## src/rtl/irq_seq_pkg.sv

```systemverilog
package irq_seq_pkg;
  localparam int unsigned WORD_W = 16;
  localparam int unsigned PHYS_W = 20;
  localparam int unsigned VEC_W  = 8;
  localparam int unsigned TF_POS = 8;
  localparam int unsigned IF_POS = 9;

  typedef enum logic [3:0] {
    S_IDLE,
    S_PSH_FL,
    S_PSH_CS,
    S_PSH_IP,
    S_VEC_IP,
    S_VEC_CS,
    S_POP_IP,
    S_POP_CS,
    S_POP_FL,
    S_DONE
  } seq_state_e;

  function automatic logic is_push(seq_state_e s);
    return (s == S_PSH_FL) || (s == S_PSH_CS) || (s == S_PSH_IP);
  endfunction

  function automatic logic is_pop(seq_state_e s);
    return (s == S_POP_IP) || (s == S_POP_CS) || (s == S_POP_FL);
  endfunction

  function automatic logic is_vec(seq_state_e s);
    return (s == S_VEC_IP) || (s == S_VEC_CS);
  endfunction

  function automatic logic is_mem(seq_state_e s);
    return is_push(s) || is_pop(s) || is_vec(s);
  endfunction
endpackage

```

## src/rtl/irq_seq_ctrl.sv

```systemverilog
module irq_seq_ctrl
  import irq_seq_pkg::*;
(
  input  logic       clk_i,
  input  logic       rst_ni,
  input  logic       take_i,
  input  logic       ret_i,
  input  logic       ready_i,
  output seq_state_e state_o,
  output logic       load_o,
  output logic       step_o
);

  seq_state_e state_q, state_d, succ;
  logic       mem_st;

  always_comb begin
    case (state_q)
      S_IDLE:   succ = take_i ? S_PSH_FL : (ret_i ? S_POP_IP : S_IDLE);
      S_PSH_FL: succ = S_PSH_CS;
      S_PSH_CS: succ = S_PSH_IP;
      S_PSH_IP: succ = S_VEC_IP;
      S_VEC_IP: succ = S_VEC_CS;
      S_VEC_CS: succ = S_DONE;
      S_POP_IP: succ = S_POP_CS;
      S_POP_CS: succ = S_POP_FL;
      S_POP_FL: succ = S_DONE;
      default:  succ = S_IDLE;
    endcase
  end

  assign mem_st  = is_mem(state_q);
  // memory states wait for the handshake
  assign state_d = (mem_st && !ready_i) ? state_q : succ;
  assign step_o  = mem_st && ready_i;
  assign load_o  = (state_q == S_IDLE) && (take_i || ret_i);
  assign state_o = state_q;

  always_ff @(posedge clk_i or negedge rst_ni) begin
    if (!rst_ni) state_q <= S_IDLE;
    else         state_q <= state_d;
  end

  a_r10_entry_from_idle: assert property (@(posedge clk_i) disable iff (!rst_ni)
    (state_q == S_PSH_FL) |-> ($past(state_q) == S_IDLE || $past(state_q) == S_PSH_FL));

  a_r10_return_from_idle: assert property (@(posedge clk_i) disable iff (!rst_ni)
    (state_q == S_POP_IP) |-> ($past(state_q) == S_IDLE || $past(state_q) == S_POP_IP));

  a_r9_done_then_idle: assert property (@(posedge clk_i) disable iff (!rst_ni)
    (state_q == S_DONE) |=> (state_q == S_IDLE));

  a_r11_take_wins: assert property (@(posedge clk_i) disable iff (!rst_ni)
    (state_q == S_IDLE && take_i && ret_i) |=> (state_q == S_PSH_FL));

endmodule

```

## src/rtl/irq_seq_dp.sv

```systemverilog
module irq_seq_dp
  import irq_seq_pkg::*;
#(
  parameter int unsigned DW  = WORD_W,
  parameter int unsigned AW  = PHYS_W,
  parameter int unsigned VW  = VEC_W,
  parameter int unsigned TFB = TF_POS,
  parameter int unsigned IFB = IF_POS
) (
  input  logic          clk_i,
  input  logic          rst_ni,
  input  seq_state_e    state_i,
  input  logic          load_i,
  input  logic          step_i,
  input  logic [DW-1:0] flags_i,
  input  logic [DW-1:0] cs_i,
  input  logic [DW-1:0] ip_i,
  input  logic [DW-1:0] sp_i,
  input  logic [DW-1:0] ss_i,
  input  logic [VW-1:0] vec_i,
  input  logic [DW-1:0] rdata_i,
  output logic          mem_valid_o,
  output logic          mem_we_o,
  output logic [AW-1:0] mem_addr_o,
  output logic [DW-1:0] mem_wdata_o,
  output logic [DW-1:0] flags_o,
  output logic [DW-1:0] cs_o,
  output logic [DW-1:0] ip_o,
  output logic [DW-1:0] sp_o
);

  localparam int unsigned SEG_SH = AW - DW;
  localparam int unsigned TBL_W  = VW + 2;
  localparam logic [DW-1:0] STEP = DW'(2);
  localparam logic [DW-1:0] CLR_MASK = (DW'(1) << TFB) | (DW'(1) << IFB);

  logic [DW-1:0] fl_q, cs_q, ip_q, sp_q, ss_q;
  logic [VW-1:0] vec_q;
  logic [DW-1:0] stk_off;
  logic [AW-1:0] seg_base, stk_addr, tbl_addr;
  logic          idle;

  always_ff @(posedge clk_i or negedge rst_ni) begin
    if (!rst_ni) begin
      fl_q  <= '0;
      cs_q  <= '0;
      ip_q  <= '0;
      sp_q  <= '0;
      ss_q  <= '0;
      vec_q <= '0;
    end else if (load_i) begin
      fl_q  <= flags_i;
      cs_q  <= cs_i;
      ip_q  <= ip_i;
      sp_q  <= sp_i;
      ss_q  <= ss_i;
      vec_q <= vec_i;
    end else if (step_i) begin
      case (state_i)
        S_PSH_FL, S_PSH_CS: sp_q <= sp_q - STEP;
        S_PSH_IP: begin
          sp_q <= sp_q - STEP;
          fl_q <= fl_q & ~CLR_MASK;
        end
        S_VEC_IP: ip_q <= rdata_i;
        S_VEC_CS: cs_q <= rdata_i;
        S_POP_IP: begin
          ip_q <= rdata_i;
          sp_q <= sp_q + STEP;
        end
        S_POP_CS: begin
          cs_q <= rdata_i;
          sp_q <= sp_q + STEP;
        end
        S_POP_FL: begin
          fl_q <= rdata_i;
          sp_q <= sp_q + STEP;
        end
        default: ;
      endcase
    end
  end

  // pushes pre-decrement, pops read at the current SP
  assign stk_off  = is_push(state_i) ? (sp_q - STEP) : sp_q;
  assign seg_base = {ss_q, SEG_SH'(0)};
  assign stk_addr = seg_base + {SEG_SH'(0), stk_off};
  assign tbl_addr = AW'({vec_q, (state_i == S_VEC_CS), 1'b0});

  assign mem_valid_o = is_mem(state_i);
  assign mem_we_o    = is_push(state_i);
  assign mem_addr_o  = is_vec(state_i) ? tbl_addr : stk_addr;

  always_comb begin
    case (state_i)
      S_PSH_FL: mem_wdata_o = fl_q;
      S_PSH_CS: mem_wdata_o = cs_q;
      default:  mem_wdata_o = ip_q;
    endcase
  end

  assign idle    = (state_i == S_IDLE);
  assign flags_o = idle ? flags_i : fl_q;
  assign cs_o    = idle ? cs_i : cs_q;
  assign ip_o    = idle ? ip_i : ip_q;
  assign sp_o    = idle ? sp_i : sp_q;

  a_r4_tf_if_clear: assert property (@(posedge clk_i) disable iff (!rst_ni)
    is_vec(state_i) |-> (!fl_q[TFB] && !fl_q[IFB]));

  a_r5_vec_in_table: assert property (@(posedge clk_i) disable iff (!rst_ni)
    is_vec(state_i) |-> (mem_addr_o[AW-1:TBL_W] == '0));

  a_r2_push_dec: assert property (@(posedge clk_i) disable iff (!rst_ni)
    (step_i && is_push(state_i)) |=> (sp_q == $past(sp_q) - STEP));

  a_r6_pop_inc: assert property (@(posedge clk_i) disable iff (!rst_ni)
    (step_i && is_pop(state_i)) |=> (sp_q == $past(sp_q) + STEP));

endmodule

```

## src/rtl/irq_vec_seq.sv

```systemverilog
module irq_vec_seq
  import irq_seq_pkg::*;
(
  input  logic              clk_i,
  input  logic              rst_ni,
  input  logic              take_i,
  input  logic [VEC_W-1:0]  vec_i,
  input  logic              ret_i,
  input  logic [WORD_W-1:0] flags_i,
  input  logic [WORD_W-1:0] cs_i,
  input  logic [WORD_W-1:0] ip_i,
  input  logic [WORD_W-1:0] sp_i,
  input  logic [WORD_W-1:0] ss_i,
  output logic              mem_valid_o,
  output logic              mem_we_o,
  output logic [PHYS_W-1:0] mem_addr_o,
  output logic [WORD_W-1:0] mem_wdata_o,
  input  logic              mem_ready_i,
  input  logic [WORD_W-1:0] mem_rdata_i,
  output logic [WORD_W-1:0] flags_o,
  output logic [WORD_W-1:0] cs_o,
  output logic [WORD_W-1:0] ip_o,
  output logic [WORD_W-1:0] sp_o,
  output logic              done_o
);

  seq_state_e state;
  logic       load, step;

  irq_seq_ctrl i_ctrl (
    .clk_i   (clk_i),
    .rst_ni  (rst_ni),
    .take_i  (take_i),
    .ret_i   (ret_i),
    .ready_i (mem_ready_i),
    .state_o (state),
    .load_o  (load),
    .step_o  (step)
  );

  irq_seq_dp #(
    .DW  (WORD_W),
    .AW  (PHYS_W),
    .VW  (VEC_W),
    .TFB (TF_POS),
    .IFB (IF_POS)
  ) i_dp (
    .clk_i       (clk_i),
    .rst_ni      (rst_ni),
    .state_i     (state),
    .load_i      (load),
    .step_i      (step),
    .flags_i     (flags_i),
    .cs_i        (cs_i),
    .ip_i        (ip_i),
    .sp_i        (sp_i),
    .ss_i        (ss_i),
    .vec_i       (vec_i),
    .rdata_i     (mem_rdata_i),
    .mem_valid_o (mem_valid_o),
    .mem_we_o    (mem_we_o),
    .mem_addr_o  (mem_addr_o),
    .mem_wdata_o (mem_wdata_o),
    .flags_o     (flags_o),
    .cs_o        (cs_o),
    .ip_o        (ip_o),
    .sp_o        (sp_o)
  );

  assign done_o = (state == S_DONE);

  a_r8_hold_access: assert property (@(posedge clk_i) disable iff (!rst_ni)
    (mem_valid_o && !mem_ready_i) |=>
      (mem_valid_o && $stable(mem_addr_o) && $stable(mem_we_o) && $stable(mem_wdata_o)));

  a_r9_done_pulse: assert property (@(posedge clk_i) disable iff (!rst_ni)
    done_o |=> !done_o);

  a_r9_no_access_in_done: assert property (@(posedge clk_i) disable iff (!rst_ni)
    done_o |-> !mem_valid_o);

endmodule

```

## config.mk

```make
export PLATFORM = sky130hd
export DESIGN_NAME = irq_vec_seq
export DESIGN_NICKNAME = d
export VERILOG_FILES = /design/src/rtl/irq_seq_pkg.sv /design/src/rtl/irq_seq_ctrl.sv /design/src/rtl/irq_seq_dp.sv /design/src/rtl/irq_vec_seq.sv
export SDC_FILE = /design/constraint.sdc
export NUM_CORES = 1
export LEC_CHECK = 0
export BUFFER_PORTS_ARGS = -buffer_cell sky130_fd_sc_hd__buf_2
export CORE_ASPECT_RATIO = 0.5
export CORE_MARGIN = 5
export CORE_UTILIZATION = 47
export DETAILED_ROUTE_END_ITERATION = 12
export PLACE_DENSITY = 0.85
export SLEW_MARGIN = 10
export SYNTH_ARGS = -nofsm -noshare
export SYNTH_HDL_FRONTEND = slang
export SYNTH_SLANG_ARGS = --single-unit
```

## constraint.sdc

```tcl
create_clock -name clk_i -period 4.6 [get_ports clk_i]
set_clock_uncertainty 0.1 [all_clocks]
set_input_delay 0.92 -clock clk_i [delete_from_list [all_inputs] [get_ports clk_i]]
set_output_delay 0.92 -clock clk_i [all_outputs]
set_load 0.05 [all_outputs]
```

==> impl_results.md, run 1 <==
* First-pass GRT wire length at roughly 34000 um
* Most frequent CP cell: a21oi_2
* Clk slew on worst S/H paths at ~60 ps
* Detailed Place HPWL at 14700 um
* Cell taking the most area after synthesis: dfrtp_1
* Slowest CP cell: or4_4
* Number of CTS-inserted buffers at 9
* Post-CTS Hold Buffers at 0
* IO buf count at 211
* Top_reg_cell synth: dfrtp_1
* CP Data Required Time at approximately 3600 ps
* Setup violations, final at 10
* Max cap viols at 0
* CTS root buffer: clkbuf_16
* Share of cells above drive strength 1 at 40.1%
* Crit path kind: register to primary output
* Crit path cell chain: inv_2 > ha_4 > or3b_4 > or4_4 > or2_4 > nor4_4 > xor2_1 > ha_1 > a21oi_1 > nand2_1 > a21oi_2 > a21oi_2 > o211ai_1 > mux2_4 > buf_8
* Fin crit share at 109%
* DRT iter0 DRCs at 467
* Mux share of post-synthesis cell area at ~11%
* Dominant cell by count in the synthesized netlist: nand2_1
* Sequential-to-total area share from yosys stat at 36.0%
* Starting Density at 47.6%
* Clock tree buffer depth at 2
* Global Route Usage Sum at 25.4%
* Kind of cell adding the most delay to the critical path: simple AND/OR/NAND/NOR gates
* Vias per cell at 5.73
* Synth Area in Simple Gates at 23.7%
* Nets at roughly 1100
* Final hold viol count at 0
* Routed wire length at 20800 um
* Number of global-route vias before repair at 6895
* Hold Crit Class: register to register
* Largest family of logic cells by synthesized area: simple AND/OR/NAND/NOR gates
* Tightest Pin Transition at 1160 ps
* Failing checks: setup timing
* Yosys reg bits at 92
* Antenna violations before repair at 1
* DRT antenna net count at 0
* DR WL/cell at around 18 um
* CTS tree: built
* Ys async rst share at 100%
* Synth Cell Area at 6390 um^2
* EDFF count, synth at 0
* Yosys warnings at 0
* Syn avg cell area at 8.27 um^2
* Die area at between 15000 and 20000 um^2
* I/O Pins at 212
* Synth cell types at 61
* H-tree depth at 3
* First-pass iteration count of the detailed router at 5
* Tmin final at about 5000 ps
* Vias at 6755
* Synth Area in Adders at under 10%
* Die Ht at 92.5 um
* Critical path arrival at about 4000 ps
* Final cell count without fillers at ~1200
* Synth top area cells: dfrtp_1 (36%), nand2_1 (14%), mux2_2 (11%), a22oi_1 (7.6%), ha_1 (2.9%)
* Post-synth top area share at between 30% and 40%
* Crit path launch type: register
* Commonest cells in the netlist: nand2_1 (235), dfrtp_1 (92), a22oi_1 (65), mux2_2 (65), nor2_1 (44)
* DR DRC count at 0
* Largest fanout on the critical path at 4
* Grt total ovfl at 0
* GPL Wtd Cong at 0.895
* Post-synthesis compound-gate area fraction at 17.0%
* Core area at between 10000 and 15000 um^2
* Post-Syn Nets at 898
* Inserted Diodes at 0
* Placed insts at 1151
* Final Slew Violations at 0
* WP buf/inv at 2
* Clock Sink Count at 92
* Status: finished with violations
* Row count at 30
* Worst setup margin at -409 ps
* Chip width at 175 um
* Largest net degree at the start of global routing at 71
* Synth-to-Final Area Change at 33.5%
* Setup crit end kind: primary output
* Critical path's largest stage delay at between 400 and 500 ps
* Cells after Synth at 773
* Synth Area in XOR/XNOR at under 10%
* WHS at between 300 and 400 ps
* RSZ-0062 raised after global routing: true
* Slew margin rel. at 22.5%
* Max frequency at 200 MHz
* Clock latency on the worst-skew pair at 330 ps
-- layout by cell type, fill, tap and decap left out, types with 3 or more instances in the layout --
| cell | instances |
|---|---|
| dfrtp_1 | 92 |
| nor3_1 | 7 |
| nand2b_1 | 3 |
| a21o_1 | 3 |
| a22oi_1 | 65 |
| nand3_1 | 8 |
| o21a_1 | 7 |
| o21ai_0 | 23 |
| mux2_2 | 63 |
| buf_2 | 199 |
| a31oi_1 | 5 |
| buf_4 | 53 |
| o211ai_1 | 4 |
| xnor2_1 | 13 |
| or3_1 | 6 |
| or4_4 | 3 |
| o21ai_1 | 5 |
| nand4_1 | 4 |
| ha_1 | 11 |
| a21oi_1 | 23 |
| buf_6 | 9 |
| nor3_2 | 4 |
| nor2_4 | 5 |
| clkbuf_16 | 9 |
| and3_1 | 5 |
| nor2_1 | 35 |
| a21oi_2 | 3 |
| nor2b_1 | 3 |
| o21ai_2 | 3 |
| nor2_2 | 4 |
| inv_1 | 4 |
| nand2_1 | 234 |
| xor2_1 | 18 |
-- cells by family after synthesis --
family | after synthesis
and+or+nand+nor | 347
AOI/OAI and AO/OA | 161
DFF | 92
muxes | 65
buffers and inverters | 57
xor gates and xnor gates | 35
adders and majority gates | 16
-- worst paths after layout --
| check | startpoint | end | slack [ps] | cells past startpoint |
|---|---|---|---|---|
| worst max-delay path | i_dp.sp_q[1] | mem_addr_o[19] | -410 | 15 |
| worst min-delay path | i_dp.vec_q[4] | i_dp.vec_q[4] | 380 | 2 |
| worst max register to register | i_ctrl.state_o[2] | i_dp.fl_q[4] | 1640 | 7 |
| worst min register to register | i_dp.vec_q[4] | i_dp.vec_q[4] | 380 | 2 |
| max in group asynchronous | rst_ni | i_dp.fl_q[15] | 2920 | 2 |
| min in group asynchronous | rst_ni | i_dp.ip_q[2] | 550 | 1 |
-- state kept, by name, summed over array words and instances, names as in the netlist --
register        flops
i_dp.fl_q          16
i_dp.vec_q          8
i_dp.cs_q          16
i_dp.ss_q          16
i_ctrl.state_o      4
i_dp.sp_q          16
i_dp.ip_q          16
-- per-stage QoR --
step	TNS, ps	utilization, %	worst slack, ps	instance area, um^2
global placement	-26.4	58.8	-26.4	7900
finish	-2260	63.5	-409	8530
CTS	-1790	63.0	-313	8460
floorplan	-78.8	-	-78.8	6470
detailed placement	-548	58.8	-158	7900
global route	-3650	63.5	-526	8530
-- timing repair --
action	in CTS	in global routing
pin swaps	12	17
setup endpoints to repair	11	11
gates resized for setup	44	11
setup buffers	9	3
hold endpoints to repair	0	0
-- per-layer routing --
| metal | vias up | track usage, % | routed length [um] |
|---|---|---|---|
| li1 | 3156 | - | - |
| met1 | 3224 | 31.5 | 8380 |
| met2 | 322 | 44.7 | 10400 |
| met3 | 51 | 5.34 | 1500 |
| met4 | 2 | 8.30 | 515 |
| met5 | - | 0 | 13 |
-- worst min-delay path, cell delays in order, from the launching register on --
cell     delay, ps
dfrtp_1        340
nand2_1         50
nand2_1         50
-- final cells by class --
| type | count | area, um^2 |
|---|---|---|
| fill | 1130 | 4900 |
| multi-input combinational | 624 | 4120 |
| sequential | 92 | 2300 |
| timing repair buffer | 264 | 1550 |
| clock buffer | 11 | 243 |
| tap | 176 | 220 |
| clock inverter | 5 | 85.1 |
| inverter | 6 | 22.5 |
Power of run 1 is not shown: default switching activity piles up to over one toggle a cycle in this logic, so the estimate is an artifact.
==> run 2: changes to the inputs <==
CORE_UTILIZATION = 45   (was 47)
PLACE_DENSITY = 0.82   (was 0.85)
SETUP_SLACK_MARGIN = 0.15   (was not set)
==> run 2 against run 1 <==
  * Register-to-register slack worse by 140 ps
  * Count of clock-buffer cells in the layout shrank 1
  * Via count is 1.4% lower
  * First-iteration DRC count down 17%
  * The flow still finishes with violations (setup timing)
  * Critical endpoint unchanged
==> impl_results.md, run 2 (synthesis gave the netlist of run 1 again) <==
* Tightest Pin Transition at 961 ps
* Chip width at roughly 180 um
* CP Data Required Time at 3580 ps
* Synth-to-Final Area Change at 32.8%
* CTS root buffer: clkbuf_16
* Worst setup margin at -350 ps
* Die Ht at 94.3 um
* Most frequent cells in the layout: nand2_1 (234), buf_2 (199), dfrtp_1 (92)
* RSZ-0062 raised after global routing: true
* Final instance area at between 8000 and 9000 um^2
* Clock Sink Count at 92
* Cell Area, Placed at 7920 um^2
* Detailed Place HPWL at 15000 um
* Final Slew Violations at 0
* Number of global-route vias before repair at a little under 7000
* GPL Wtd Cong at 0.846
* Hold Crit Class: register to register
* Antenna violations before repair at 1
* FF/Latch Area at 2300 um^2
* Core area at roughly 14000 um^2
* H-tree depth at 3
* Final hold viol count at 0
* Clock latency on the worst-skew pair at approximately 340 ps
* Critical path arrival at 3930 ps
* Max frequency at roughly 200 MHz
* Crit path kind: register to primary output
* First-pass GRT wire length at 33200 um
* Row count at 30
* Most common cell after layout, fill and taps aside: nand2_1
* I/O Pins at 212
* Vias per cell at 5.60
* DRT iter0 DRCs at 386
* Starting Density at around 47%
* Vias at between 6000 and 7000
* Status: finished with violations
* Share of cells above drive strength 1 at 39.8%
* Setup violations, final at 10
* Global Route Usage Sum at 24.4%
* Crit path launch type: register
* Largest fanout on the critical path at 5
* First-pass iteration count of the detailed router at 6
* DR DRC count at 0
* Fill cells at 1220
* Slew margin rel. at between 30 and 40%
* Die area at about 17000 um^2
* Fin crit share at 108%
* Largest net degree at the start of global routing at 66
* DRT antenna net count at 0
* Inserted Diodes at 0
* DR WL/cell at between 15 and 20 um
* CTS tree: built
* Clock tree buffer depth at 2
* Routed wire length at 20600 um
* Grt total ovfl at 0
* Clk slew on worst S/H paths at 60 ps
* Tmin final at 4950 ps
* Nets at between 1000 and 1500
* Number of CTS-inserted buffers at 9
* IO buf count at 211
* Failing checks: setup timing
* Multi-input gate area at 4100 um^2
* Setup crit end kind: primary output
* Max cap viols at 0
* Post-CTS Hold Buffers at 0
[run 2: cell types whose count changed in the layout (fill, tap and decap cells not counted), sizes merged]
| cell | delta |
|---|---|
| buf | -5 |
| inv | +1 |
| clkinvlp | +1 |
| clkbuf | -1 |
| clkinv | -2 |
[run 2: area by class of cell]
class,count,area share [%]
Multi-Input combinational cell,624,48.4
Sequential cell,92,27.1
Timing Repair Buffer,259,17.6
Tap cell,192,2.83
Clock buffer,10,2.82
Clock inverter,5,0.988
Inverter,6,0.265
[run 2: worst paths after layout]
path | from | endpoint | slack (ps) | cells after the start
min | i_dp.vec_q[3] | i_dp.vec_q[3] | 370 | 2
min reg2reg | i_dp.vec_q[3] | i_dp.vec_q[3] | 370 | 2
max in group asynchronous | rst_ni | i_dp.fl_q[4] | 2920 | 2
max | i_dp.sp_q[1] | mem_addr_o[19] | -350 | 15
min in group asynchronous | rst_ni | i_dp.cs_q[4] | 540 | 1
max reg2reg | i_ctrl.state_o[2] | i_dp.fl_q[8] | 1500 | 7
[run 2: per-stage QoR]
step	worst slack (ps)	setup TNS [ps]	std cells	util (%)	hold slack [ps]
after detailed placement	-83.7	-308	1165	57.7	357
after floorplan	-30.9	-30.9	773	-	340
after CTS	-344	-2000	1183	61.0	372
after global routing	-515	-3950	1188	61.8	384
final	-350	-2300	1188	61.8	369
after global placement	27.7	0	1165	57.7	355
[run 2: per-layer routing]
metal / vias to the layer above / routed length (um) / global-route usage [%]
met4: 2 / 405 / 8.10
met3: 34 / 1570 / 5.55
li1: 3155 / - / -
met1: 3165 / 8210 / 29.2
met2: 302 / 10400 / 43.3
met5: - / 11 / 0
[run 2: worst max-delay path, cell delays in order, from the launching register on]
cell	delay, ps
dfrtp_1	390
inv_2	80
ha_4	130
or3b_4	370
or4_4	420
or2_4	280
nor4_4	170
xor2_1	260
ha_1	330
a21oi_2	150
nand2_1	70
a21oi_2	160
a21oi_2	90
o211ai_1	220
mux2_4	330
buf_8	150
[run 2: timing repair]
action / CTS / global route
setup endpoints to repair: 11 / 11
resized for setup: 32 / 16
setup buffers: 3 / 5
pin swaps: 11 / 17
Power of run 2 is left out for the same reason.
